==> config.mk <==
export PLATFORM = sky130hd
export DESIGN_NAME = nvm_write_guard
export DESIGN_NICKNAME = d
export VERILOG_FILES = /design/src/rtl/nvw_pkg.sv /design/src/rtl/nvw_arm_window.sv /design/src/rtl/nvw_prog_timer.sv /design/src/rtl/nvw_cell_array.sv /design/src/rtl/nvm_write_guard.sv
export SDC_FILE = /design/constraint.sdc
export NUM_CORES = 1
export LEC_CHECK = 0
export ABC_AREA = 1
export BUFFER_PORTS_ARGS = -buffer_cell sky130_fd_sc_hd__buf_4
export CELL_PAD_IN_SITES_DETAIL_PLACEMENT = 1
export CELL_PAD_IN_SITES_GLOBAL_PLACEMENT = 2
export CORE_AREA = 2 2 131 158
export CTS_CLUSTER_SIZE = 14
export DETAILED_ROUTE_END_ITERATION = 10
export DIE_AREA = 0 0 133 160
export GPL_ROUTABILITY_DRIVEN = 0
export PLACE_DENSITY_LB_ADDON = 0.1
export SLEW_MARGIN = 40
export SYNTH_ARGS = -nofsm -noshare
export SYNTH_HDL_FRONTEND = slang
export SYNTH_SLANG_ARGS = --single-unit
==> constraint.sdc <==
create_clock -name clk -period 5.51 [get_ports clk]
set_input_delay 0.8265 -clock clk [delete_from_list [all_inputs] [get_ports clk]]
set_output_delay 0.8265 -clock clk [all_outputs]
set_load 0.02 [all_outputs]
==> src/rtl/nvw_pkg.sv <==
package nvw_pkg;
  typedef enum logic [1:0] {
    MODE_FULL  = 2'b00,
    MODE_ERASE = 2'b01,
    MODE_WRITE = 2'b10,
    MODE_RSVD  = 2'b11
  } nvw_mode_e;

  typedef enum logic [1:0] {
    SEL_CTRL = 2'd0,
    SEL_ADDR = 2'd1,
    SEL_DATA = 2'd2,
    SEL_NONE = 2'd3
  } nvw_sel_e;

  localparam int ARM_WINDOW = 4;
  localparam int B_IE       = 0;
  localparam int B_ARM      = 1;
  localparam int B_STB      = 2;
  localparam int B_MODE     = 3;

  function automatic logic [7:0] nvw_merge(nvw_mode_e m, logic [7:0] old_b, logic [7:0] d);
    case (m)
      MODE_FULL:  return d;
      MODE_ERASE: return 8'hFF;
      MODE_WRITE: return old_b & d;
      default:    return old_b;
    endcase
  endfunction
endpackage

==> src/rtl/nvw_arm_window.sv <==
module nvw_arm_window
  import nvw_pkg::*;
(
  input  logic clk,
  input  logic rst,
  input  logic set_i,
  input  logic clr_i,
  output logic arm_o
);
  localparam int CW = $clog2(ARM_WINDOW + 1);
  logic [CW-1:0] cnt;

  always_ff @(posedge clk) begin
    if (rst) begin
      arm_o <= 1'b0;
      cnt   <= '0;
    end else if (clr_i) begin
      arm_o <= 1'b0;
      cnt   <= '0;
    end else if (set_i) begin
      arm_o <= 1'b1;
      cnt   <= CW'(ARM_WINDOW);
    end else if (arm_o) begin
      if (cnt == CW'(1)) arm_o <= 1'b0;
      cnt <= cnt - CW'(1);
    end
  end

  p_arm_rise_r1: assert property (@(posedge clk) disable iff (rst)
    (set_i && !clr_i) |=> arm_o);
  p_arm_expire_r1: assert property (@(posedge clk) disable iff (rst)
    (arm_o && cnt == CW'(1) && !set_i) |=> !arm_o);
endmodule

==> src/rtl/nvw_prog_timer.sv <==
module nvw_prog_timer
  import nvw_pkg::*;
#(
  parameter int T_FULL = 68,
  parameter int T_HALF = 36
) (
  input  logic      clk,
  input  logic      rst,
  input  logic      start_i,
  input  nvw_mode_e mode_i,
  output logic      busy_o,
  output logic      done_o,
  output logic      stall_o
);
  localparam int TW = $clog2(T_FULL + 1);
  logic [TW-1:0] tleft;
  logic [1:0]    scnt;

  assign done_o  = busy_o && (tleft == TW'(1));
  assign stall_o = (scnt != 2'd0);

  always_ff @(posedge clk) begin
    if (rst) begin
      busy_o <= 1'b0;
      tleft  <= '0;
      scnt   <= 2'd0;
    end else begin
      if (scnt != 2'd0) scnt <= scnt - 2'd1;
      if (start_i) begin
        busy_o <= 1'b1;
        tleft  <= (mode_i == MODE_FULL) ? TW'(T_FULL) : TW'(T_HALF);
        scnt   <= 2'd2;
      end else if (busy_o) begin
        if (done_o) busy_o <= 1'b0;
        tleft <= tleft - TW'(1);
      end
    end
  end

  p_stall_two_r6: assert property (@(posedge clk) disable iff (rst)
    start_i |=> stall_o ##1 stall_o ##1 !stall_o);
  p_no_restart_r5: assert property (@(posedge clk) disable iff (rst)
    busy_o |-> !start_i);
endmodule

==> src/rtl/nvw_cell_array.sv <==
module nvw_cell_array
  import nvw_pkg::*;
#(
  parameter int ADDR_W = 4
) (
  input  logic              clk,
  input  logic              rst,
  input  logic              start_i,
  input  logic [ADDR_W-1:0] addr_i,
  input  logic [7:0]        data_i,
  input  nvw_mode_e         mode_i,
  input  logic              done_i,
  output logic              op_valid,
  output logic [ADDR_W-1:0] op_addr,
  output logic [7:0]        op_byte
);
  localparam int DEPTH = 1 << ADDR_W;
  logic [7:0]        mem [DEPTH];
  logic [ADDR_W-1:0] c_addr;
  logic [7:0]        c_data;
  nvw_mode_e         c_mode;
  logic [7:0]        nxt;

  assign nxt = nvw_merge(c_mode, mem[c_addr], c_data);

  always_ff @(posedge clk) begin
    if (rst) begin
      for (int i = 0; i < DEPTH; i++) mem[i] <= 8'hFF;
      c_addr   <= '0;
      c_data   <= '0;
      c_mode   <= MODE_FULL;
      op_valid <= 1'b0;
      op_addr  <= '0;
      op_byte  <= 8'hFF;
    end else begin
      op_valid <= 1'b0;
      if (start_i) begin
        c_addr <= addr_i;
        c_data <= data_i;
        c_mode <= mode_i;
      end
      if (done_i) begin
        mem[c_addr] <= nxt;
        op_valid    <= 1'b1;
        op_addr     <= c_addr;
        op_byte     <= nxt;
      end
    end
  end

  p_op_pulse_r9: assert property (@(posedge clk) disable iff (rst)
    op_valid |=> !op_valid);
  p_erase_ones_r9: assert property (@(posedge clk) disable iff (rst)
    (done_i && c_mode == MODE_ERASE) |=> (op_byte == 8'hFF));
endmodule

==> src/rtl/nvm_write_guard.sv <==
module nvm_write_guard
  import nvw_pkg::*;
#(
  parameter int ADDR_W = 4,
  parameter int T_FULL = 68,
  parameter int T_HALF = 36
) (
  input  logic              clk,
  input  logic              rst,
  input  logic              reg_we,
  input  logic [1:0]        reg_sel,
  input  logic [7:0]        reg_wdata,
  input  logic              gie,
  input  logic              flash_busy,
  output logic              irq_ready,
  output logic              cpu_stall,
  output logic              arm_o,
  output logic              strobe_o,
  output logic              op_valid,
  output logic [ADDR_W-1:0] op_addr,
  output logic [7:0]        op_byte
);
  logic              ie_q;
  logic [ADDR_W-1:0] addr_q;
  logic [7:0]        data_q;
  logic              ctrl_wr, accept, arm_set, done;
  nvw_mode_e         wmode;

  assign ctrl_wr = reg_we && (nvw_sel_e'(reg_sel) == SEL_CTRL);
  assign wmode   = nvw_mode_e'(reg_wdata[B_MODE +: 2]);
  assign accept  = ctrl_wr && reg_wdata[B_STB] && arm_o && !strobe_o
                   && !flash_busy && (wmode != MODE_RSVD);
  assign arm_set = ctrl_wr && reg_wdata[B_ARM] && !accept;
  assign irq_ready = ie_q && gie && !strobe_o && !flash_busy;

  always_ff @(posedge clk) begin
    if (rst) begin
      ie_q   <= 1'b0;
      addr_q <= '0;
      data_q <= '0;
    end else if (reg_we) begin
      case (nvw_sel_e'(reg_sel))
        SEL_CTRL: ie_q   <= reg_wdata[B_IE];
        SEL_ADDR: addr_q <= reg_wdata[ADDR_W-1:0];
        SEL_DATA: data_q <= reg_wdata;
        default:  ;
      endcase
    end
  end

  nvw_arm_window u_arm (
    .clk(clk), .rst(rst), .set_i(arm_set), .clr_i(accept), .arm_o(arm_o)
  );

  nvw_prog_timer #(.T_FULL(T_FULL), .T_HALF(T_HALF)) u_tmr (
    .clk(clk), .rst(rst), .start_i(accept), .mode_i(wmode),
    .busy_o(strobe_o), .done_o(done), .stall_o(cpu_stall)
  );

  nvw_cell_array #(.ADDR_W(ADDR_W)) u_arr (
    .clk(clk), .rst(rst), .start_i(accept), .addr_i(addr_q), .data_i(data_q),
    .mode_i(wmode), .done_i(done), .op_valid(op_valid), .op_addr(op_addr),
    .op_byte(op_byte)
  );

  p_flash_block_r4: assert property (@(posedge clk) disable iff (rst)
    (flash_busy && !strobe_o) |=> !strobe_o);
  p_irq_quiet_r7: assert property (@(posedge clk) disable iff (rst)
    (strobe_o || flash_busy) |-> !irq_ready);
  p_reserved_r10: assert property (@(posedge clk) disable iff (rst)
    (ctrl_wr && wmode == MODE_RSVD && !strobe_o) |=> !strobe_o);
  p_unarmed_r2: assert property (@(posedge clk) disable iff (rst)
    (!arm_o && !strobe_o) |=> !strobe_o);
endmodule

==> tab_implementation.tex, run 1 <==
\begin{tabular}{lr}
\hline
Metric & Value \\
\hline
\multicolumn{2}{l}{\textbf{Yosys}} \\
Count of distinct cell types in the synthesized netlist & 30 \\
Netlist area before placement & 8357 µm² \\
Post-synth EDFFs & around 130 \\
Library cell occupying the most area in the post-synthesis netlist & sky130\_fd\_sc\_hd\_\_edfxtp\_1 \\
Multiplexer area fraction after synthesis & 0\% \\
Net Count, Synth & 910 \\
Fraction of the mapped netlist area in compound gates & around 5.6\% \\
Instance count of the mapped netlist & just under 900 \\
Synthesized-area fraction occupied by adder cells & less than 1\% \\
Synthesized-area fraction occupied by xor and xnor cells & 0.4192\% \\
Async S/R FF share, synth & 0\% \\
Area share of the leading cell type in the synthesized netlist & 45.99\% \\
Average footprint of a synthesized cell & 9.379 µm² \\
Part of the Yosys area used for sequential elements & roughly three fifths \\
Main synth FF type & sky130\_fd\_sc\_hd\_\_edfxtp\_1 \\
Combinational family with the most area after synthesis & simple AND/OR/NAND/NOR gates \\
Simple-gate share of the synthesized area & 28.33\% \\
Most area-consuming cells after synthesis & sky130\_fd\_sc\_hd\_\_edfxtp\_1 (46\%), sky130\_fd\_sc\_hd\_\_nand2\_1 (14\%), sky130\_fd\_sc\_hd\_\_dfxtp\_1 (14\%) \\
Register bit total from synthesis & about 190 \\
Warnings, synthesis & 0 \\
\multicolumn{2}{l}{\textbf{Setup path}} \\
Classification of the worst setup path & reg2reg \\
Required time of the critical path & roughly 5.7 ns \\
CP Capture Type & register \\
Maximum fanout count along the critical path & 33 \\
Arrival time at the worst endpoint & 2.88 ns \\
Launching element type of the critical path & register \\
\multicolumn{2}{l}{\textbf{Layout}} \\
Ratio of cells with drive above 1 in the final layout & a little over an eighth \\
End-of-flow core utilization & between 40\% and 50\% \\
Area occupied by multi-input gates & about 2900 µm² \\
Final-layout fill cell count & 2272 \\
Cell area after layout & 9326 µm² \\
Sequential cell area & around 5000 µm² \\
Area growth from synthesis to layout & 11.60\% \\
Net count, final & approximately 930 \\
Non-filler instance count after layout & approximately 1200 \\
Diode insertion count for antenna repair & 0 \\
\multicolumn{2}{l}{\textbf{Global route}} \\
Initial antenna violation count & 0 \\
Maximum number of pins on one net before global-route repair & 65 \\
Number of global-route vias before repair & around 6500 \\
Overall Global Routing Usage & a little under a quarter \\
Wire length of the first global-routing pass & between 30 and 40 mm \\
Leftover overflow at the end of global routing & 0 \\
\multicolumn{2}{l}{\textbf{Floorplan}} \\
Die Wd & $\sim$130 µm \\
Area enclosed by the die boundary & roughly 21000 µm² \\
Die Span Y & 160 µm \\
IO Pins & 32 \\
Initial standard-cell utilization of the core & between 40\% and 50\% \\
Num rows & 57 \\
Core Box Area & between 15000 and 20000 µm² \\
\multicolumn{2}{l}{\textbf{STA}} \\
Normalized max-slew margin & a little under half \\
Total setup violations reported at the end of the flow & 0 \\
PnR worst setup slack & around 2.8 ns \\
Crit path time final & 2.730 ns \\
Setup total negative slack & 0 ns \\
Worst Max-Slew Pin Slew & $\sim$0.80 ns \\
Hold Fails Final Rpt & 0 \\
Final setup skew & between 0.01 and 0.015 ns \\
Post-Route Hold Slack & approximately 0.44 ns \\
Unrepaired setup endpoints after global routing & false \\
Peak clock frequency supported by timing & approximately 0.37 GHz \\
Final worst-path cycle share & between 40\% and 50\% \\
Pins Over Slew Limit & 0 \\
\multicolumn{2}{l}{\textbf{Drt}} \\
Vias per Instance & 5.264 \\
Detailed-route wire length & 22.90 mm \\
DR vias & a little over 6000 \\
Uppermost layer routed & met4 \\
Number of remaining DRC errors & 0 \\
Number of iterations in the first detailed-routing pass & 4 \\
Routed wire length on met2 & between 10 and 15 mm \\
Total met3 wirelength after detailed routing & 731 µm \\
Antenna Nets Post-Route & 0 \\
Detailed Route Iter0 Violations & about 370 \\
Wire length per cell & roughly 19 µm \\
WL met1 & approximately 9.9 mm \\
\multicolumn{2}{l}{\textbf{Job}} \\
Max-capacitance violation count & 0 \\
\multicolumn{2}{l}{\textbf{CTS}} \\
Master cell of the clock root buffer & sky130\_fd\_sc\_hd\_\_clkbuf\_16 \\
Clock tree from TritonCTS & built \\
Clk buf depth & 2 \\
Clock transition at the register clock pins on the worst setup and hold paths after CTS & around 0.070 ns \\
H-Tree Level Count & 4 \\
Postcts setup bufs & 0 \\
Clk sinks & around 190 \\
Number of buffers created by CTS & 17 \\
Post-CTS Hold Fix Bufs & 0 \\
Clock latency on the worst-skew pair & about 0.43 ns \\
Resized Gates After CTS & 0 \\
\multicolumn{2}{l}{\textbf{Pwr}} \\
Ratio of total power to cell area & between 200 and 300 nW/µm² \\
Post-layout total power & around 2.8 mW \\
Standby leakage power & 3.098 nW \\
Peak supply drop & roughly 0.20 mV \\
\multicolumn{2}{l}{\textbf{Placement}} \\
Post-placement cell count & 1152 \\
Count of input and output buffers & 31 \\
Cell area reported after detailed placement & $\sim$8700 µm² \\
Post-place setup slack & between 2 and 3 ns \\
DP HPWL & approximately 16 mm \\
\multicolumn{2}{l}{\textbf{Run status}} \\
Result of the run & completed \\
\multicolumn{2}{l}{\textbf{Hold path}} \\
Hold Crit Class & reg2reg \\
\hline
\end{tabular}
[layout by cell type, fill, tap and decap left out]
| cell type | netlist | final |
|---|---|---|
| sky130_fd_sc_hd__nand2_1 | 322 | 322 |
| sky130_fd_sc_hd__edfxtp_1 | 128 | 128 |
| sky130_fd_sc_hd__nand3_1 | 119 | 119 |
| sky130_fd_sc_hd__dfxtp_1 | 58 | 57 |
| sky130_fd_sc_hd__buf_4 | 15 | 43 |
| sky130_fd_sc_hd__o21ai_0 | 47 | 39 |
| sky130_fd_sc_hd__a21oi_1 | 38 | 38 |
| sky130_fd_sc_hd__inv_1 | 36 | 36 |
| sky130_fd_sc_hd__nor2_1 | 30 | 30 |
| sky130_fd_sc_hd__clkbuf_16 | 0 | 20 |
| sky130_fd_sc_hd__nor2_4 | 16 | 16 |
| sky130_fd_sc_hd__or2_2 | 11 | 11 |
| sky130_fd_sc_hd__nand2_2 | 8 | 8 |
| sky130_fd_sc_hd__o21ai_1 | 0 | 7 |
| sky130_fd_sc_hd__inv_2 | 4 | 4 |
| sky130_fd_sc_hd__nand3_4 | 4 | 4 |
| sky130_fd_sc_hd__nor3_1 | 4 | 4 |
| sky130_fd_sc_hd__ha_1 | 4 | 4 |
| sky130_fd_sc_hd__xor2_1 | 3 | 3 |
| sky130_fd_sc_hd__inv_6 | 0 | 3 |
| sky130_fd_sc_hd__nor2_2 | 2 | 2 |
| sky130_fd_sc_hd__a31oi_1 | 2 | 2 |
| sky130_fd_sc_hd__a211oi_1 | 2 | 2 |
| sky130_fd_sc_hd__clkinv_2 | 0 | 2 |
| sky130_fd_sc_hd__inv_4 | 0 | 2 |
| sky130_fd_sc_hd__clkinv_4 | 0 | 2 |
| sky130_fd_sc_hd__nand4_4 | 1 | 1 |
| sky130_fd_sc_hd__nor2_8 | 1 | 1 |
| sky130_fd_sc_hd__o21ai_2 | 0 | 1 |
| sky130_fd_sc_hd__o22ai_1 | 1 | 1 |
| sky130_fd_sc_hd__xnor2_1 | 1 | 1 |
| sky130_fd_sc_hd__nor3b_1 | 1 | 1 |
| sky130_fd_sc_hd__a41oi_1 | 1 | 1 |
| sky130_fd_sc_hd__dfxtp_2 | 0 | 1 |
| sky130_fd_sc_hd__clkbuf_8 | 0 | 1 |
| sky130_fd_sc_hd__clkbuf_1 | 8 | 1 |
| sky130_fd_sc_hd__clkinvlp_4 | 0 | 1 |
[cell type report]
class                           instances  share of cell area [%]
Tap cell                              265                   3.555
Sequential cell                       186                   53.68
Inverter                               40                   1.610
Clock buffer                           22                   5.554
Clock inverter                         10                  0.7915
Timing Repair Buffer                   43                   3.461
Multi-Input combinational cell        618                   31.35
[state kept, by name, summed over array words and instances, names as in the netlist, 3 cells and up, named ones only]
name and cells:
u_arr.mem 128, u_arr.op_byte 8, u_tmr.tleft 7, data_q 8, u_arm.cnt 3, u_arr.c_data 8
u_arr.c_addr 4, addr_q 4, u_arr.op_addr 4
[logic make-up after synthesis]
kind of cell / count (synthesis)
AND/OR/NAND/NOR: 519
flip-flops: 186
AO/OA/AOI/OAI: 91
buffers and inverters: 87
XOR/XNOR: 4
adder cells (fa/ha/maj): 4
[worst paths after layout]
| kind | startpoint | end | slack [ns] | depth (start not counted) |
|---|---|---|---|---|
| setup / recovery | register | u_arr.mem[13][2]$_SDFFCE_PN1P_ | 2.78 | 9 |
| hold / removal | u_tmr.scnt[0]$_SDFFE_PP0P_ | u_tmr.scnt[0]$_SDFFE_PP0P_ | 0.44 | 1 |
| setup reg to reg | register | u_arr.mem[13][2]$_SDFFCE_PN1P_ | 2.78 | 9 |
| hold reg to reg | u_tmr.scnt[0]$_SDFFE_PP0P_ | u_tmr.scnt[0]$_SDFFE_PP0P_ | 0.44 | 1 |
[Yosys cell counts (all sizes together), types with 2 or more instances]
cell and instances:
nand2 330, edfxtp 128, nand3 123, dfxtp 58, nor2 49, o21ai 47, inv 40, a21oi 38
buf 38, or2 11, clkbuf 9, ha 4, nor3 4, xor2 3, a211oi 2, a31oi 2
[worst max-delay path: stages, from the launching register on]
cell,delay (ns)
sky130_fd_sc_hd__dfxtp_1,0.31
sky130_fd_sc_hd__buf_4,0.26
sky130_fd_sc_hd__inv_2,0.54
sky130_fd_sc_hd__nand3_1,0.21
sky130_fd_sc_hd__nand3_1,0.18
sky130_fd_sc_hd__nand2_1,0.08
sky130_fd_sc_hd__nand2_1,0.11
sky130_fd_sc_hd__nand3_1,0.19
sky130_fd_sc_hd__nand2_2,0.45
sky130_fd_sc_hd__nand2_1,0.11
[power by group]
| group | internal, mW | total [mW] | switching [mW] |
|---|---|---|---|
| Clock | 0.676 | 1.22 | 0.544 |
| Sequential | 1.49 | 1.50 | 0.00326 |
| Combinational | 0.0210 | 0.0707 | 0.0496 |
| Total | 2.19 | 2.79 | 0.597 |
[per-layer routing]
| metal | GRT usage [%] | up-vias |
|---|---|---|
| li1 | - | 3011 |
| met1 | 28.39 | 3106 |
| met2 | 41.07 | 93 |
| met3 | 3.905 | 23 |
| met4 | 5.376 | 0 |
| met5 | 0 | - |
No activity file was read; power rests on OpenSTA's default activity.
==> inputs of run 2 (changes only) <==
--- a/config.mk
+++ b/config.mk
@@ -9,10 +9,10 @@
 export BUFFER_PORTS_ARGS = -buffer_cell sky130_fd_sc_hd__buf_4
 export CELL_PAD_IN_SITES_DETAIL_PLACEMENT = 1
 export CELL_PAD_IN_SITES_GLOBAL_PLACEMENT = 2
-export CORE_AREA = 2 2 131 158
+export CORE_AREA = 2 2 143 172
 export CTS_CLUSTER_SIZE = 14
 export DETAILED_ROUTE_END_ITERATION = 10
-export DIE_AREA = 0 0 133 160
+export DIE_AREA = 0 0 145 174
 export GPL_ROUTABILITY_DRIVEN = 0
 export PLACE_DENSITY_LB_ADDON = 0.1
 export SLEW_MARGIN = 40
==> constraint.sdc (replaced) <==
create_clock -name clk -period 2.5 [get_ports clk]
set_input_delay 0.375 -clock clk [delete_from_list [all_inputs] [get_ports clk]]
set_output_delay 0.375 -clock clk [all_outputs]
set_load 0.02 [all_outputs]
==> tab_implementation.tex, run 2 (synthesis results as in run 1) <==
\begin{tabular}{lr}
\hline
Metric & Value \\
\hline
\multicolumn{2}{l}{\textbf{CTS}} \\
Clock latency on the worst-skew pair & 0.45 ns (+0.02 ns) \\
H-Tree Level Count & 4 (unchanged) \\
Post-CTS Hold Fix Bufs & 0 (unchanged) \\
Clk sinks & 186 (unchanged) \\
Resized Gates After CTS & 0 (unchanged) \\
Clock transition at the register clock pins on the worst setup and hold paths after CTS & 0.07 ns (about the same) \\
Clk buf depth & 2 (unchanged) \\
Clock tree from TritonCTS & built \\
Number of buffers created by CTS & 17 (unchanged) \\
Master cell of the clock root buffer & sky130\_fd\_sc\_hd\_\_clkbuf\_16 \\
Postcts setup bufs & 0 (unchanged) \\
\multicolumn{2}{l}{\textbf{STA}} \\
PnR worst setup slack & 0.3274 ns (-2.453 ns) \\
Hold Fails Final Rpt & 0 (unchanged) \\
Pins Over Slew Limit & 0 (unchanged) \\
Unrepaired setup endpoints after global routing & false \\
Setup total negative slack & 0 ns (unchanged) \\
Normalized max-slew margin & 52.32\% (+6.3 points) \\
Total setup violations reported at the end of the flow & 0 (unchanged) \\
Final setup skew & 0.01763 ns (+0.006028 ns) \\
Crit path time final & 2.173 ns (-0.5575 ns) \\
Worst Max-Slew Pin Slew & 0.7134 ns (-0.09156 ns) \\
Peak clock frequency supported by timing & 0.4603 GHz (+26\%) \\
Final worst-path cycle share & 86.91\% (+37 points) \\
\multicolumn{2}{l}{\textbf{Pwr}} \\
Ratio of total power to cell area & 651.0 nW/µm² (+120\%) \\
Standby leakage power & 3.214 nW (+3.7\%) \\
Peak supply drop & 0.4680 mV (+130\%) \\
\multicolumn{2}{l}{\textbf{Layout}} \\
Top reg by flops & u\_arr.mem \\
Flip-flop count of the largest register, all copies and words added & 128 (unchanged) \\
Ratio of cells with drive above 1 in the final layout & 15.14\% (+1.8 points) \\
Sequential cell area & 5006 µm² (unchanged) \\
Most common library cell in the layout ignoring fill and taps & sky130\_fd\_sc\_hd\_\_nand2\_1 \\
Most frequent cells in the layout & sky130\_fd\_sc\_hd\_\_nand2\_1 (322), sky130\_fd\_sc\_hd\_\_edfxtp\_1 (128), sky130\_fd\_sc\_hd\_\_nand3\_1 (119) \\
Diode insertion count for antenna repair & 0 (unchanged) \\
Net count, final & 944 (+2.1\%) \\
Cell area after layout & 9599 µm² (+2.9\%) \\
Area growth from synthesis to layout & 14.87\% \\
Area occupied by multi-input gates & 2920 µm² (-0.13\%) \\
Final-layout fill cell count & 2735 (+20\%) \\
\multicolumn{2}{l}{\textbf{Placement}} \\
Count of input and output buffers & 31 (unchanged) \\
DP HPWL & 17.08 mm (+7.2\%) \\
Cell area reported after detailed placement & 8980 µm² (+2.9\%) \\
Post-place setup slack & 0.3000 ns (-2.437 ns) \\
\multicolumn{2}{l}{\textbf{Floorplan}} \\
Die Wd & 145 µm (+9.0\%) \\
Initial standard-cell utilization of the core & 35.32\% (-6.7 points) \\
Area enclosed by the die boundary & 25230 µm² (+19\%) \\
IO Pins & 32 (unchanged) \\
Num rows & 62 (+8.8\%) \\
Core Box Area & 23660 µm² (+19\%) \\
Die Span Y & 174 µm (+8.8\%) \\
\multicolumn{2}{l}{\textbf{Setup path}} \\
CP Capture Type & register \\
Maximum fanout count along the critical path & 12 (-64\%) \\
Launching element type of the critical path & register \\
Classification of the worst setup path & reg2reg \\
Length in cells of the worst reg-to-reg path & 6 (-3) \\
Reg2Reg Setup Slack & 0.33 ns (-2.45 ns) \\
Reg-to-reg critical path endpoint & u\_arr.mem[3][6]\$\_SDFFCE\_PN1P\_ \\
Arrival time at the worst endpoint & 2.32 ns (-0.56 ns) \\
Start of the worst register-to-register path & u\_tmr.tleft[0]\$\_SDFFE\_PP0P\_ \\
Required time of the critical path & 2.65 ns (-3.01 ns) \\
\multicolumn{2}{l}{\textbf{Global route}} \\
Maximum number of pins on one net before global-route repair & 65 (unchanged) \\
Wire length of the first global-routing pass & 37.99 mm (+4.0\%) \\
Initial antenna violation count & 0 (unchanged) \\
Leftover overflow at the end of global routing & 0 (unchanged) \\
Number of global-route vias before repair & 6674 (+3.2\%) \\
Overall Global Routing Usage & 19.96\% (-2.8 points) \\
\multicolumn{2}{l}{\textbf{Hold path}} \\
Hold Crit Class & in2reg \\
Min-Delay Startpoint & reg\_wdata[2] \\
Min-Delay Path Depth & 3 (+2) \\
Worst hold path endpoint & addr\_q[2]\$\_SDFFE\_PP0P\_ \\
\multicolumn{2}{l}{\textbf{Drt}} \\
Number of iterations in the first detailed-routing pass & 4 (unchanged) \\
Wire length per cell & 19.23 µm (-0.58\%) \\
Antenna Nets Post-Route & 0 (unchanged) \\
Number of remaining DRC errors & 0 (unchanged) \\
Vias per Instance & 4.998 (-5.1\%) \\
Detailed-route wire length & 24.19 mm (+5.6\%) \\
Detailed Route Iter0 Violations & 388 (+4.0\%) \\
DR vias & 6288 (+0.88\%) \\
\multicolumn{2}{l}{\textbf{Job}} \\
Max-capacitance violation count & 0 (unchanged) \\
\multicolumn{2}{l}{\textbf{Run status}} \\
Result of the run & completed \\
\hline
\end{tabular}
-- run 2: changes by cell type in the layout (fill, tap and decap cells not counted), sizes merged --
cell,delta
clkbuf,-3
buf,+19
clkinvlp,-1
inv,+4
-- run 2: power breakdown --
part | internal [mW] | switching (mW) | leakage (nW)
clock network | 1.46 | 1.33 | 0.306
registers | 3.29 | 0.00705 | 1.34
logic | 0.0557 | 0.111 | 1.57
-- run 2: per-stage QoR --
step	power, mW	cells	hold WS [ns]	util (%)
after CTS	6.328	1258	0.1712	40.57
after global placement	3.527	1226	0.4227	37.95
after detailed placement	3.534	1226	0.4449	37.95
after global routing	6.457	1258	0.1905	40.57
final	6.250	1258	0.1908	40.57
after floorplan	3.454	891	0.4129	-
-- run 2: worst max-delay path by stage --
stage | start | endpoint | slack [ns] | cells past startpoint
2_1_floorplan | u_tmr.busy_o$_SDFF_PP0_ | u_arr.mem[0][0]$_SDFFCE_PN1P_ | 0.36 | 4
3_3_place_gp | u_tmr.tleft[3]$_SDFFE_PP0P_ | u_arr.mem[2][7]$_SDFFCE_PN1P_ | 0.34 | 8
3_5_place_dp | u_tmr.tleft[0]$_SDFFE_PP0P_ | u_arr.mem[8][7]$_SDFFCE_PN1P_ | 0.30 | 6
4_1_cts | u_tmr.tleft[3]$_SDFFE_PP0P_ | u_arr.mem[8][2]$_SDFFCE_PN1P_ | 0.28 | 8
5_1_grt | u_tmr.tleft[3]$_SDFFE_PP0P_ | u_arr.mem[11][6]$_SDFFCE_PN1P_ | 0.13 | 8
6_report | u_tmr.tleft[0]$_SDFFE_PP0P_ | u_arr.mem[3][6]$_SDFFCE_PN1P_ | 0.33 | 6
-- run 2: routing by layer --
metal,global-route usage (%),vias to the layer above,share of wire [%]
li1,-,3048,-
met1,22.97,3090,42
met2,36.98,108,53
met3,3.150,42,2.6
met4,7.880,0,2.6
met5,0,-,0
-- run 2: layout make-up --
cell class,instances,area share [%]
flip-flops and latches,186,52.15
clock buffers,19,4.953
inverters,40,1.564
repair buffers,62,5.240
multi-input cells,618,30.42
well taps,320,4.171
clock inverters,13,1.499
-- run 2: worst max-delay path: stages, from the launching register on --
cell and delay (ns):
sky130_fd_sc_hd__dfxtp_1 0.41, sky130_fd_sc_hd__ha_1 0.25, sky130_fd_sc_hd__nand4_4 0.29, sky130_fd_sc_hd__nor2_2 0.28, sky130_fd_sc_hd__nand3_4 0.22, sky130_fd_sc_hd__o21ai_0 0.21, sky130_fd_sc_hd__buf_4 0.21
